**src/rtl/trick_pkg.sv**
```systemverilog
package trick_pkg;
  localparam int unsigned DATA_W = 8;
  localparam int unsigned ADDR_W = 2;

  typedef enum logic [ADDR_W-1:0] {
    ADR_FAST  = 2'd0,
    ADR_STILL = 2'd1,
    ADR_STAT  = 2'd2,
    ADR_EN    = 2'd3
  } reg_addr_e;

  // status bit positions
  localparam int unsigned B_UFLOW = 0;
  localparam int unsigned B_DERR  = 1;
  localparam int unsigned B_FULL  = 2;
  localparam int unsigned B_UDATA = 3;
  localparam int unsigned B_IFND  = 4;
  localparam int unsigned B_IDEC  = 5;
  localparam int unsigned B_TOUT  = 6;
  localparam int unsigned B_DMA   = 7;

  typedef enum logic [1:0] {
    QUAL_ALWAYS,
    QUAL_TRICK,
    QUAL_STREAM
  } qual_e;

  function automatic qual_e bit_qual(int unsigned idx);
    if (idx == B_IDEC || idx == B_IFND || idx == B_UDATA) return QUAL_TRICK;
    if (idx == B_FULL) return QUAL_STREAM;
    return QUAL_ALWAYS;
  endfunction
endpackage

```
**src/rtl/tp_mode_regs.sv**
```systemverilog
module tp_mode_regs (
  input  logic       clk_i,
  input  logic       rst_ni,
  input  logic       wr_fast_i,
  input  logic       wr_still_i,
  input  logic [1:0] wdata_i,
  input  logic       shown_i,
  output logic       fast_o,
  output logic [1:0] still_o,
  output logic       flush_o,
  output logic       trick_o
);
  logic       fast_q;
  logic [1:0] still_q;
  logic       flush_q;
  logic       fast_ok, still_ok;

  // reject writes that would overlap fast and still modes
  assign fast_ok  = wr_fast_i  && !(wdata_i[0] && (still_q != 2'b00));
  assign still_ok = wr_still_i && !((wdata_i != 2'b00) && fast_q);

  always_ff @(posedge clk_i or negedge rst_ni) begin
    if (!rst_ni) begin
      fast_q  <= 1'b0;
      still_q <= 2'b00;
      flush_q <= 1'b0;
    end else begin
      if (fast_ok) fast_q <= wdata_i[0];
      if (still_ok) still_q <= wdata_i;
      else if (still_q[0] && shown_i) still_q[0] <= 1'b0;
      flush_q <= (fast_ok && wdata_i[0] && !fast_q) ||
                 (still_ok && wdata_i[1] && !still_q[1]);
    end
  end

  assign fast_o  = fast_q;
  assign still_o = still_q;
  assign flush_o = flush_q;
  assign trick_o = fast_q || (still_q != 2'b00);
endmodule

```
**src/rtl/tp_irq_status.sv**
```systemverilog
module tp_irq_status #(
  parameter int unsigned W = 8
) (
  input  logic         clk_i,
  input  logic         rst_ni,
  input  logic [W-1:0] evt_i,
  input  logic         trick_i,
  input  logic         clr_i,
  output logic [W-1:0] status_o
);
  import trick_pkg::*;

  logic [W-1:0] qual;
  logic [W-1:0] status_q;

  for (genvar g = 0; g < W; g++) begin : g_qual
    if (bit_qual(g) == QUAL_TRICK) begin : g_trick
      assign qual[g] = trick_i;
    end else if (bit_qual(g) == QUAL_STREAM) begin : g_stream
      assign qual[g] = !trick_i;
    end else begin : g_always
      assign qual[g] = 1'b1;
    end
  end

  // new events win over the read clear
  always_ff @(posedge clk_i or negedge rst_ni) begin
    if (!rst_ni) status_q <= '0;
    else         status_q <= (clr_i ? '0 : status_q) | (evt_i & qual);
  end

  assign status_o = status_q;
endmodule

```
**src/rtl/trickplay_irq_ctrl.sv**
```systemverilog
module trickplay_irq_ctrl
  import trick_pkg::*;
(
  input  logic              clk_i,
  input  logic              rst_ni,
  input  logic [ADDR_W-1:0] addr_i,
  input  logic              wr_i,
  input  logic              rd_i,
  input  logic [DATA_W-1:0] wdata_i,
  output logic [DATA_W-1:0] rdata_o,
  input  logic [DATA_W-1:0] evt_i,
  input  logic              shown_i,
  output logic              irq_o,
  output logic              flush_o,
  output logic              mute_o,
  output logic              iframe_only_o,
  output logic              still_o,
  output logic              advance_o
);
  localparam int unsigned PAD_FAST  = DATA_W - 1;
  localparam int unsigned PAD_STILL = DATA_W - 2;

  logic              fast;
  logic [1:0]        still;
  logic              trick;
  logic [DATA_W-1:0] status;
  logic [DATA_W-1:0] enable;

  wire wr_fast  = wr_i && (addr_i == ADR_FAST);
  wire wr_still = wr_i && (addr_i == ADR_STILL);
  wire wr_en    = wr_i && (addr_i == ADR_EN);
  wire rd_stat  = rd_i && (addr_i == ADR_STAT);

  tp_mode_regs i_mode (
    .clk_i     (clk_i),
    .rst_ni    (rst_ni),
    .wr_fast_i (wr_fast),
    .wr_still_i(wr_still),
    .wdata_i   (wdata_i[1:0]),
    .shown_i   (shown_i),
    .fast_o    (fast),
    .still_o   (still),
    .flush_o   (flush_o),
    .trick_o   (trick)
  );

  tp_irq_status #(.W(DATA_W)) i_status (
    .clk_i   (clk_i),
    .rst_ni  (rst_ni),
    .evt_i   (evt_i),
    .trick_i (trick),
    .clr_i   (rd_stat),
    .status_o(status)
  );

  always_ff @(posedge clk_i or negedge rst_ni) begin
    if (!rst_ni)    enable <= '0;
    else if (wr_en) enable <= wdata_i;
  end

  always_comb begin
    rdata_o = '0;
    if (rd_i) begin
      unique case (addr_i)
        ADR_FAST:  rdata_o = {{PAD_FAST{1'b0}}, fast};
        ADR_STILL: rdata_o = {{PAD_STILL{1'b0}}, still};
        ADR_STAT:  rdata_o = status;
        default:   rdata_o = enable;
      endcase
    end
  end

  assign irq_o         = |(status & enable);
  assign mute_o        = fast;
  assign iframe_only_o = fast;
  assign still_o       = still[1];
  assign advance_o     = still[0];
endmodule

```
**config.mk**
```make
export PLATFORM = sky130hd
export DESIGN_NAME = trickplay_irq_ctrl
export DESIGN_NICKNAME = d
export VERILOG_FILES = /design/src/rtl/trick_pkg.sv /design/src/rtl/tp_mode_regs.sv /design/src/rtl/tp_irq_status.sv /design/src/rtl/trickplay_irq_ctrl.sv
export SDC_FILE = /design/constraint.sdc
export NUM_CORES = 1
export LEC_CHECK = 0
export BUFFER_PORTS_ARGS = -buffer_cell sky130_fd_sc_hd__buf_2
export CAP_MARGIN = 10
export CORE_ASPECT_RATIO = 0.8
export CORE_MARGIN = 1.5
export CORE_UTILIZATION = 43
export DETAILED_ROUTE_END_ITERATION = 8
export GPL_ROUTABILITY_DRIVEN = 0
export PLACE_DENSITY_LB_ADDON = 0.25
export SYNTH_ARGS = -nofsm -noshare
export SYNTH_HDL_FRONTEND = slang
export SYNTH_SLANG_ARGS = --single-unit
```
**constraint.sdc**
```tcl
create_clock -name clk_i -period 1.1 [get_ports clk_i]
set_clock_uncertainty 0.05 [all_clocks]
set_input_delay 0.11 -clock clk_i [delete_from_list [all_inputs] [get_ports clk_i]]
set_output_delay 0.11 -clock clk_i [all_outputs]
set_load 0.05 [all_outputs]
```
==> qor.log, run 1 <==
[worst_setup_path] minimum setup slack among reg-to-reg paths -0.35 ns
[synth] fraction of synthesized cell area taken by the top area cell type 0.501
[worst_setup_path] startpoint of the worst-slack reg-to-reg timing path i_mode.still_o[0]
[cts] total number of H-tree levels 1
[global_routing] vias in the first global route 873
[timing] slack of the critical path -0.561 ns
[min_path] class of the most critical hold timing path in -> reg
[timing] FMAX 0.602 GHz
[global_routing] initial antenna violation count 0
[worst_setup_path] launching element type of the critical path register
[synth] Warnings, synthesis 0
[worst_setup_path] arrival time of the worst setup path 1.50 ns
[final_layout] end-of-flow core utilization 0.822
[flow_run] MaxCap Viol Count 0
[cts] Root Driver sky130_fd_sc_hd__clkbuf_4
[routing] number of vias after detailed routing 951
[global_routing] met1 global-route usage 0.269
[cts] TritonCTS clock tree yes
[worst_setup_path] CP max FO 2
[cts] number of clock sinks 20
[timing] unrepaired setup endpoints after global routing true
[final_layout] area growth from synthesis to layout 79.3%
[global_routing] met2 Usage GRT 0.407
[global_routing] GRT Total Usage 0.221
[timing] relative slew slack 0.704
[timing] Period minus WS final 1.66 ns
[synth] dominant cells by area after synthesis sky130_fd_sc_hd__dfrtp_1 50%, sky130_fd_sc_hd__mux2i_1 9.0%, sky130_fd_sc_hd__mux2_2 9.0%, sky130_fd_sc_hd__a21o_1 3.0%, sky130_fd_sc_hd__a22oi_1 3.0%
[worst_setup_path] count of buffering cells on the critical path with inverters included 1
[worst_setup_path] end point of the critical path rdata_o[0]
[routing] number of vias per cell 5.20
[timing] final count of hold timing violations 0
[synth] predominant post-synthesis flop cell sky130_fd_sc_hd__dfrtp_1
[synth] Netlist Area Pre-Place 998 sq um
[die] row cnt 15
[worst_setup_path] standard cell with the maximum stage delay on the critical path sky130_fd_sc_hd__mux4_2
[die] horizontal die dimension 56.9 um
[synth] share of flip-flops with an asynchronous set or reset after synthesis 1.00
[run_status] run status finished with violations
[worst_setup_path] WP data required 0.94 ns
[synth] FF+latch count, synth 20
[global_routing] final global-route overflow total 0
[worst_setup_path] capturing element type of the critical path output port
[worst_setup_path] critical path's top delay family multiplexers
[worst_setup_path] peak per-stage delay on the critical path 0.46 ns
[synth] cell taking the most area after synthesis sky130_fd_sc_hd__dfrtp_1
[synth] Netlist cell types 26
[final_layout] share of cells above drive strength 1 0.633
[pwr] maximum vdd ir drop 1260 uV
[synth] number of cells produced by synthesis 81
[worst_setup_path] number of cells on the critical path 3
[synth] cell types with the highest counts after synthesis 20 x sky130_fd_sc_hd__dfrtp_1, 9 x sky130_fd_sc_hd__mux2i_1, 8 x sky130_fd_sc_hd__mux2_2
[die] top-level I/O count 37
[routing] detailed-route wire length 2.93 mm
[pwr] static power due to leakage 0.854 nW
[final_layout] number of inserted diodes 0
[global_routing] wire length of the first global-routing pass 4.13 mm
[cts] number of buffers created by CTS 3
[die] core area 2180 sq um
[worst_setup_path] Worst Reg-to-Reg Cells 4
[timing] Post-Route Setup TNS -5.19 ns
[cts] latest clock arrival within the worst-skew pair 0.31 ns
[worst_setup_path] reg2reg end i_status.status_o[5]
[cts] clock-pin transition on the worst setup and hold timing paths 0.12 ns
[routing] final antenna-violating net count 0
[die] starting density of the core 0.459
[worst_setup_path] crit path cell chain mux4_2 -> and2_4 -> buf_6
[final_layout] number of nets in the finished design 182
[cts] number of buffers between clock root and the deepest sink 2
[run_status] violated checks negative setup slack
[global_routing] layer carrying the most global-route usage met2
[die] Die ar. 2620 sq um
[synth] Net Count, Synth 104
[synth] post-synthesis average cell area 12.3 sq um
[routing] TritonRoute pass-1 iters 4
[global_routing] met3 demand-to-capacity share in global routing 0.0590
[pwr] total power consumption of the routed design 2.54 mW
[worst_setup_path] Worst Setup SP i_mode.still_o[0]
[die] Chip Height 46.1 um
[placement] half-perimeter wire length of the detailed placement result 1.81 mm
[routing] WL per Instance 16.0 um
[global_routing] largest net degree at the start of global routing 21
[routing] 1st-iter DRT viols 15
[pwr] PD cells 1420 nW/um^2
[worst_setup_path] class of the most critical setup path reg -> out
[timing] Period Utilization, post-route 1.51
[routing] detailed-route DRC error count 0
[synth] dominant cell by count in the synthesized netlist sky130_fd_sc_hd__dfrtp_1
[placement] PortBufs 36
[synth] proportion of synthesized chip area in sequential cells 0.501
[timing] transition time at the pin with the least slew margin 0.444 ns
[synth] number of enable flip-flop cells after synthesis 0
[timing] fin. max-slew vios 0
[timing] Final setup viols 21
[layout by cell type, fill, tap and decap left out, drive strengths merged, types with 2 or more instances in the layout]
cell         Yosys  final
dlygate4sd3      0     15
buf              4     61
clkbuf           0      5
o21ai            3      3
nand2            3      3
and2             2      2
nand2b           2      2
nor2             7      7
mux2             9      9
nand3            2      2
inv              2      2
a21o             4      4
mux2i            9      9
dfrtp           20     20
a22o             3      3
a22oi            4      4
[through the flow]
| stage | cell area [sq um] | setup WS, ns | cells | hold WS, ns |
|---|---|---|---|---|
| after floorplan | 1020 | -0.251 | 81 | -0.236 |
| after CTS | 1750 | -0.536 | 180 | 0.0104 |
| final | 1790 | -0.561 | 183 | 0.0200 |
| after global placement | 1330 | -0.216 | 153 | 0.0316 |
| after detailed placement | 1330 | -0.233 | 153 | 0.0256 |
| after global routing | 1790 | -0.603 | 183 | 0.00441 |
[sequential cells by signal, summed over array words and instances, names as in the netlist]
| name | count |
|---|---|
| i_mode.still_o | 2 |
| enable | 8 |
| i_mode.flush_o | 1 |
| i_mode.fast_o | 1 |
| i_status.status_o | 8 |
[worst min path at each step]
| stage | cells past startpoint | endpoint | from | slack [ns] |
|---|---|---|---|---|
| global route | 3 | i_mode.still_o[0] | shown_i | 0.004 |
| global placement | 1 | i_status.status_o[0] | rst_ni | 0.03 |
| detailed placement | 1 | enable[0] | rst_ni | 0.03 |
| finish | 3 | i_mode.still_o[0] | shown_i | 0.02 |
| CTS | 3 | i_mode.still_o[0] | shown_i | 0.01 |
| floorplan | 0 | enable[0] | rst_ni | -0.24 |
[power breakdown]
group	leakage [nW]	total, mW	internal (mW)	switching (mW)
clock	0.0210	0.428	0.202	0.226
sequential	0.221	0.962	0.856	0.106
combinational	0.611	1.15	0.598	0.551
[worst register-to-register path, cell delays in order (launching register included)]
cell and delay [ns]:
sky130_fd_sc_hd__dfrtp_2 0.43, sky130_fd_sc_hd__buf_4 0.13, sky130_fd_sc_hd__buf_6 0.12, sky130_fd_sc_hd__or3_4 0.39
sky130_fd_sc_hd__a22o_1 0.23
[final cells by class]
cell class | count | area, sq um
fillers | 127 | 387
repair buffers | 77 | 667
multi-input cells | 55 | 544
inverters | 2 | 7.51
well taps | 25 | 31.3
clock buffers | 4 | 36.3
flip-flops and latches | 20 | 504
[cells by family after synthesis]
group | after synthesis | share of synthesized area
multiplexers | 19 | 0.222
buffers and inverters | 6 | 0.0388
AO/OA/AOI/OAI | 16 | 0.119
flip-flops | 20 | 0.501
AND/OR/NAND/NOR | 20 | 0.119
[per-layer routing]
layer / routed length, um / part of all wire / up-vias
met2: 1620 / 0.55 / 23
met3: 109 / 0.037 / 5
met5: 0 / 0 / -
met4: 21 / 0.0072 / 0
li1: - / - / 453
met1: 1180 / 0.40 / 470
[timing repair]
| item | CTS | global route |
|---|---|---|
| gates resized for setup | 48 | 8 |
| buffers inserted | 9 | 7 |
| hold buffers | 15 | 0 |
| hold endpoints to repair | 34 | 0 |
| pin swaps | 8 | 9 |
| setup endpoints to repair | 21 | 22 |
(Power assumes the default switching activity.)
==> run 2: changes to the inputs <==
--- a/config.mk
+++ b/config.mk
@@ -13,6 +13,7 @@
 export DETAILED_ROUTE_END_ITERATION = 8
 export GPL_ROUTABILITY_DRIVEN = 0
 export PLACE_DENSITY_LB_ADDON = 0.25
+export RECOVER_POWER = 100
 export SYNTH_ARGS = -nofsm -noshare
 export SYNTH_HDL_FRONTEND = slang
 export SYNTH_SLANG_ARGS = --single-unit
==> run 2 against run 1 <==
- the run still ends with negative setup slack left
- cell area decreased by 0.49%
- sequential cell count unchanged
- count of clock-buffer cells in the layout unchanged
- setup slack improved by 0.00077 ns
- first-iteration DRC count increased by 20%
- critical path depth unchanged
- fmax about the same
- sequential share of layout area increased by 0.14 points
- final cell count unchanged
- sequential power about the same
- critical endpoint unchanged
==> qor.log, run 2 (synthesized netlist as in run 1, its figures left out) <==
[run_status] run status finished with violations [unchanged]
[run_status] violated checks negative setup slack [unchanged]
[global_routing] GRT Total Usage 0.221 [unchanged]
[final_layout] most common cell after layout, fill and taps aside sky130_fd_sc_hd__buf_2 [unchanged]
[global_routing] met2 Usage GRT 0.407 [unchanged]
[min_path] Worst Hold Depth 3 [unchanged]
[cts] total number of H-tree levels 1 [unchanged]
[timing] Post-Route Setup TNS -5.68 ns [was -5.19 ns]
[global_routing] layer carrying the most global-route usage met2 [unchanged]
[worst_setup_path] capturing element type of the critical path output port [unchanged]
[worst_setup_path] Worst Reg-to-Reg Cells 4 [unchanged]
[timing] slack of the critical path -0.560 ns [was -0.561 ns]
[final_layout] commonest cells after routing, fill and taps aside 20 x sky130_fd_sc_hd__buf_2, 17 x sky130_fd_sc_hd__dfrtp_1, 17 x sky130_fd_sc_hd__buf_6, 17 x sky130_fd_sc_hd__buf_4, 15 x sky130_fd_sc_hd__dlygate4sd3_1 [was 22 x sky130_fd_sc_hd__buf_2, 17 x sky130_fd_sc_hd__dfrtp_1, 17 x sky130_fd_sc_hd__buf_6, 17 x sky130_fd_sc_hd__buf_4, 15 x sky130_fd_sc_hd__dlygate4sd3_1]
[flow_run] MaxCap Viol Count 0 [unchanged]
[final_layout] share of cells above drive strength 1 0.620 [was 0.633]
[timing] Period minus WS final 1.66 ns [about the same]
[worst_setup_path] Worst Setup SP i_mode.still_o[0] [unchanged]
[worst_setup_path] startpoint of the worst-slack reg-to-reg timing path i_mode.still_o[0] [unchanged]
[global_routing] largest net degree at the start of global routing 21 [unchanged]
[timing] transition time at the pin with the least slew margin 0.492 ns [was 0.444 ns]
[routing] TritonRoute pass-1 iters 4 [unchanged]
[min_path] hold-critical path endpoint i_mode.still_o[0] [unchanged]
[timing] minimum hold slack 0.0217 ns [was 0.0200 ns]
[worst_setup_path] reg2reg end i_status.status_o[5] [unchanged]
[worst_setup_path] CP max FO 2 [unchanged]
[cts] latest clock arrival within the worst-skew pair 0.31 ns [about the same]
[final_layout] final cell area excluding filler cells 1780 sq um [was 1790 sq um]
[global_routing] vias in the first global route 873 [unchanged]
[cts] TritonCTS clock tree yes [unchanged]
[placement] area after detailed placement 1330 sq um [unchanged]
[cts] number of buffers between clock root and the deepest sink 2 [unchanged]
[routing] number of vias per cell 5.22 [was 5.20]
[die] starting density of the core 0.459 [unchanged]
[global_routing] met3 demand-to-capacity share in global routing 0.0590 [unchanged]
[min_path] startpoint of the most critical hold path shown_i [unchanged]
[routing] 1st-iter DRT viols 18 [was 15]
[pwr] static power due to leakage 0.854 nW [about the same]
[final_layout] area growth from synthesis to layout 78.4% [was 79.3%]
[cts] number of buffers created by CTS 3 [unchanged]
[worst_setup_path] standard cell with the maximum stage delay on the critical path sky130_fd_sc_hd__mux4_2 [unchanged]
[pwr] PD cells 1420 nW/um^2 [about the same]
[worst_setup_path] minimum setup slack among reg-to-reg paths -0.35 ns [about the same]
[cts] number of clock sinks 20 [unchanged]
[routing] final antenna-violating net count 0 [unchanged]
[routing] WL per Instance 16.1 um [was 16.0 um]
[die] top-level I/O count 37 [unchanged]
[timing] relative slew slack 0.672 [was 0.704]
[final_layout] number of inserted diodes 0 [unchanged]
[timing] FMAX 0.602 GHz [about the same]
[placement] Worst Setup Slack post-DPL -0.233 ns [unchanged]
[worst_setup_path] arrival time of the worst setup path 1.50 ns [about the same]
[die] core area 2180 sq um [unchanged]
[routing] detailed-route wire length 2.94 mm [was 2.93 mm]
[min_path] class of the most critical hold timing path in -> reg [unchanged]
[global_routing] met1 global-route usage 0.269 [unchanged]
[worst_setup_path] peak per-stage delay on the critical path 0.46 ns [about the same]
[final_layout] end-of-flow core utilization 0.818 [was 0.822]
[pwr] maximum vdd ir drop 1260 uV [about the same]
[routing] number of vias after detailed routing 955 [was 951]
[cts] clock-pin transition on the worst setup and hold timing paths 0.12 ns [about the same]
[timing] unrepaired setup endpoints after global routing true [unchanged]
[final_layout] number of nets in the finished design 182 [unchanged]
[global_routing] initial antenna violation count 0 [unchanged]
[worst_setup_path] critical path's top delay family multiplexers [unchanged]
[die] row cnt 15 [unchanged]
[timing] fin. max-slew vios 0 [unchanged]
[placement] PortBufs 36 [unchanged]
[timing] Final setup viols 23 [was 21]
[worst_setup_path] launching element type of the critical path register [unchanged]
[cts] Root Driver sky130_fd_sc_hd__clkbuf_4 [unchanged]
[global_routing] final global-route overflow total 0 [unchanged]
[worst_setup_path] class of the most critical setup path reg -> out [unchanged]
[routing] detailed-route DRC error count 0 [unchanged]
[placement] half-perimeter wire length of the detailed placement result 1.81 mm [unchanged]
[timing] final count of hold timing violations 0 [unchanged]
[timing] Period Utilization, post-route 1.51 [about the same]
[worst_setup_path] crit path cell chain mux4_2 -> and2_4 -> buf_6 [unchanged]
[die] Die ar. 2620 sq um [unchanged]
[worst_setup_path] WP data required 0.94 ns [about the same]
[global_routing] wire length of the first global-routing pass 4.13 mm [unchanged]
[die] horizontal die dimension 56.9 um [unchanged]
[worst_setup_path] count of buffering cells on the critical path with inverters included 1 [unchanged]
[die] Chip Height 46.1 um [unchanged]
[run 2: what timing repair did]
item                                    in CTS  in global routing
hold endpoints to repair                    34                  0
pin swaps                                    8                  9
setup buffers                                9                  7
hold buffers                                15                  0
gates resized for setup                     48                  8
endpoints found under the setup margin      21                 22
[run 2: layout make-up]
class	count	area, sq um
Tap cell	25	31.3
Multi-Input combinational cell	55	544
Fill cell	128	395
Timing Repair Buffer	77	658
Clock buffer	4	36.3
Sequential cell	20	504
Inverter	2	7.51
[run 2: worst max-delay path by stage]
stage                              to  slack (ns)  cells past startpoint
floorplan                  rdata_o[0]       -0.25                      2
global placement           rdata_o[0]       -0.22                      3
detailed placement  i_mode.still_o[1]       -0.23                      4
CTS                        rdata_o[0]       -0.54                      3
global route               rdata_o[0]       -0.60                      3
finish                     rdata_o[0]       -0.56                      3
[run 2: worst reg2reg max path: stages (launching register included)]
cell and delay, ns:
sky130_fd_sc_hd__dfrtp_2 0.43, sky130_fd_sc_hd__buf_4 0.13, sky130_fd_sc_hd__buf_6 0.12, sky130_fd_sc_hd__or3_4 0.39, sky130_fd_sc_hd__a22o_1 0.23
[run 2: routing by layer]
layer / vias up / wire length, um / share of wire
met1: 471 / 1180 / 0.40
li1: 452 / - / -
met4: 0 / 21 / 0.0071
met5: - / 0 / 0
met2: 27 / 1620 / 0.55
met3: 5 / 117 / 0.040
[run 2: metrics by stage]
stage | total power [mW] | cells
after floorplan | 1.48 | 81
after global placement | 1.71 | 153
after detailed placement | 1.74 | 153
after CTS | 2.52 | 180
after global routing | 2.65 | 183
final | 2.53 | 183
[run 2: report_power, final]
group	leakage (nW)	internal, mW	switching [mW]	total [mW]
clock	0.0210	0.202	0.225	0.428
sequential	0.221	0.856	0.106	0.962
combinational	0.612	0.593	0.551	1.14
total	0.854	1.65	0.882	2.53
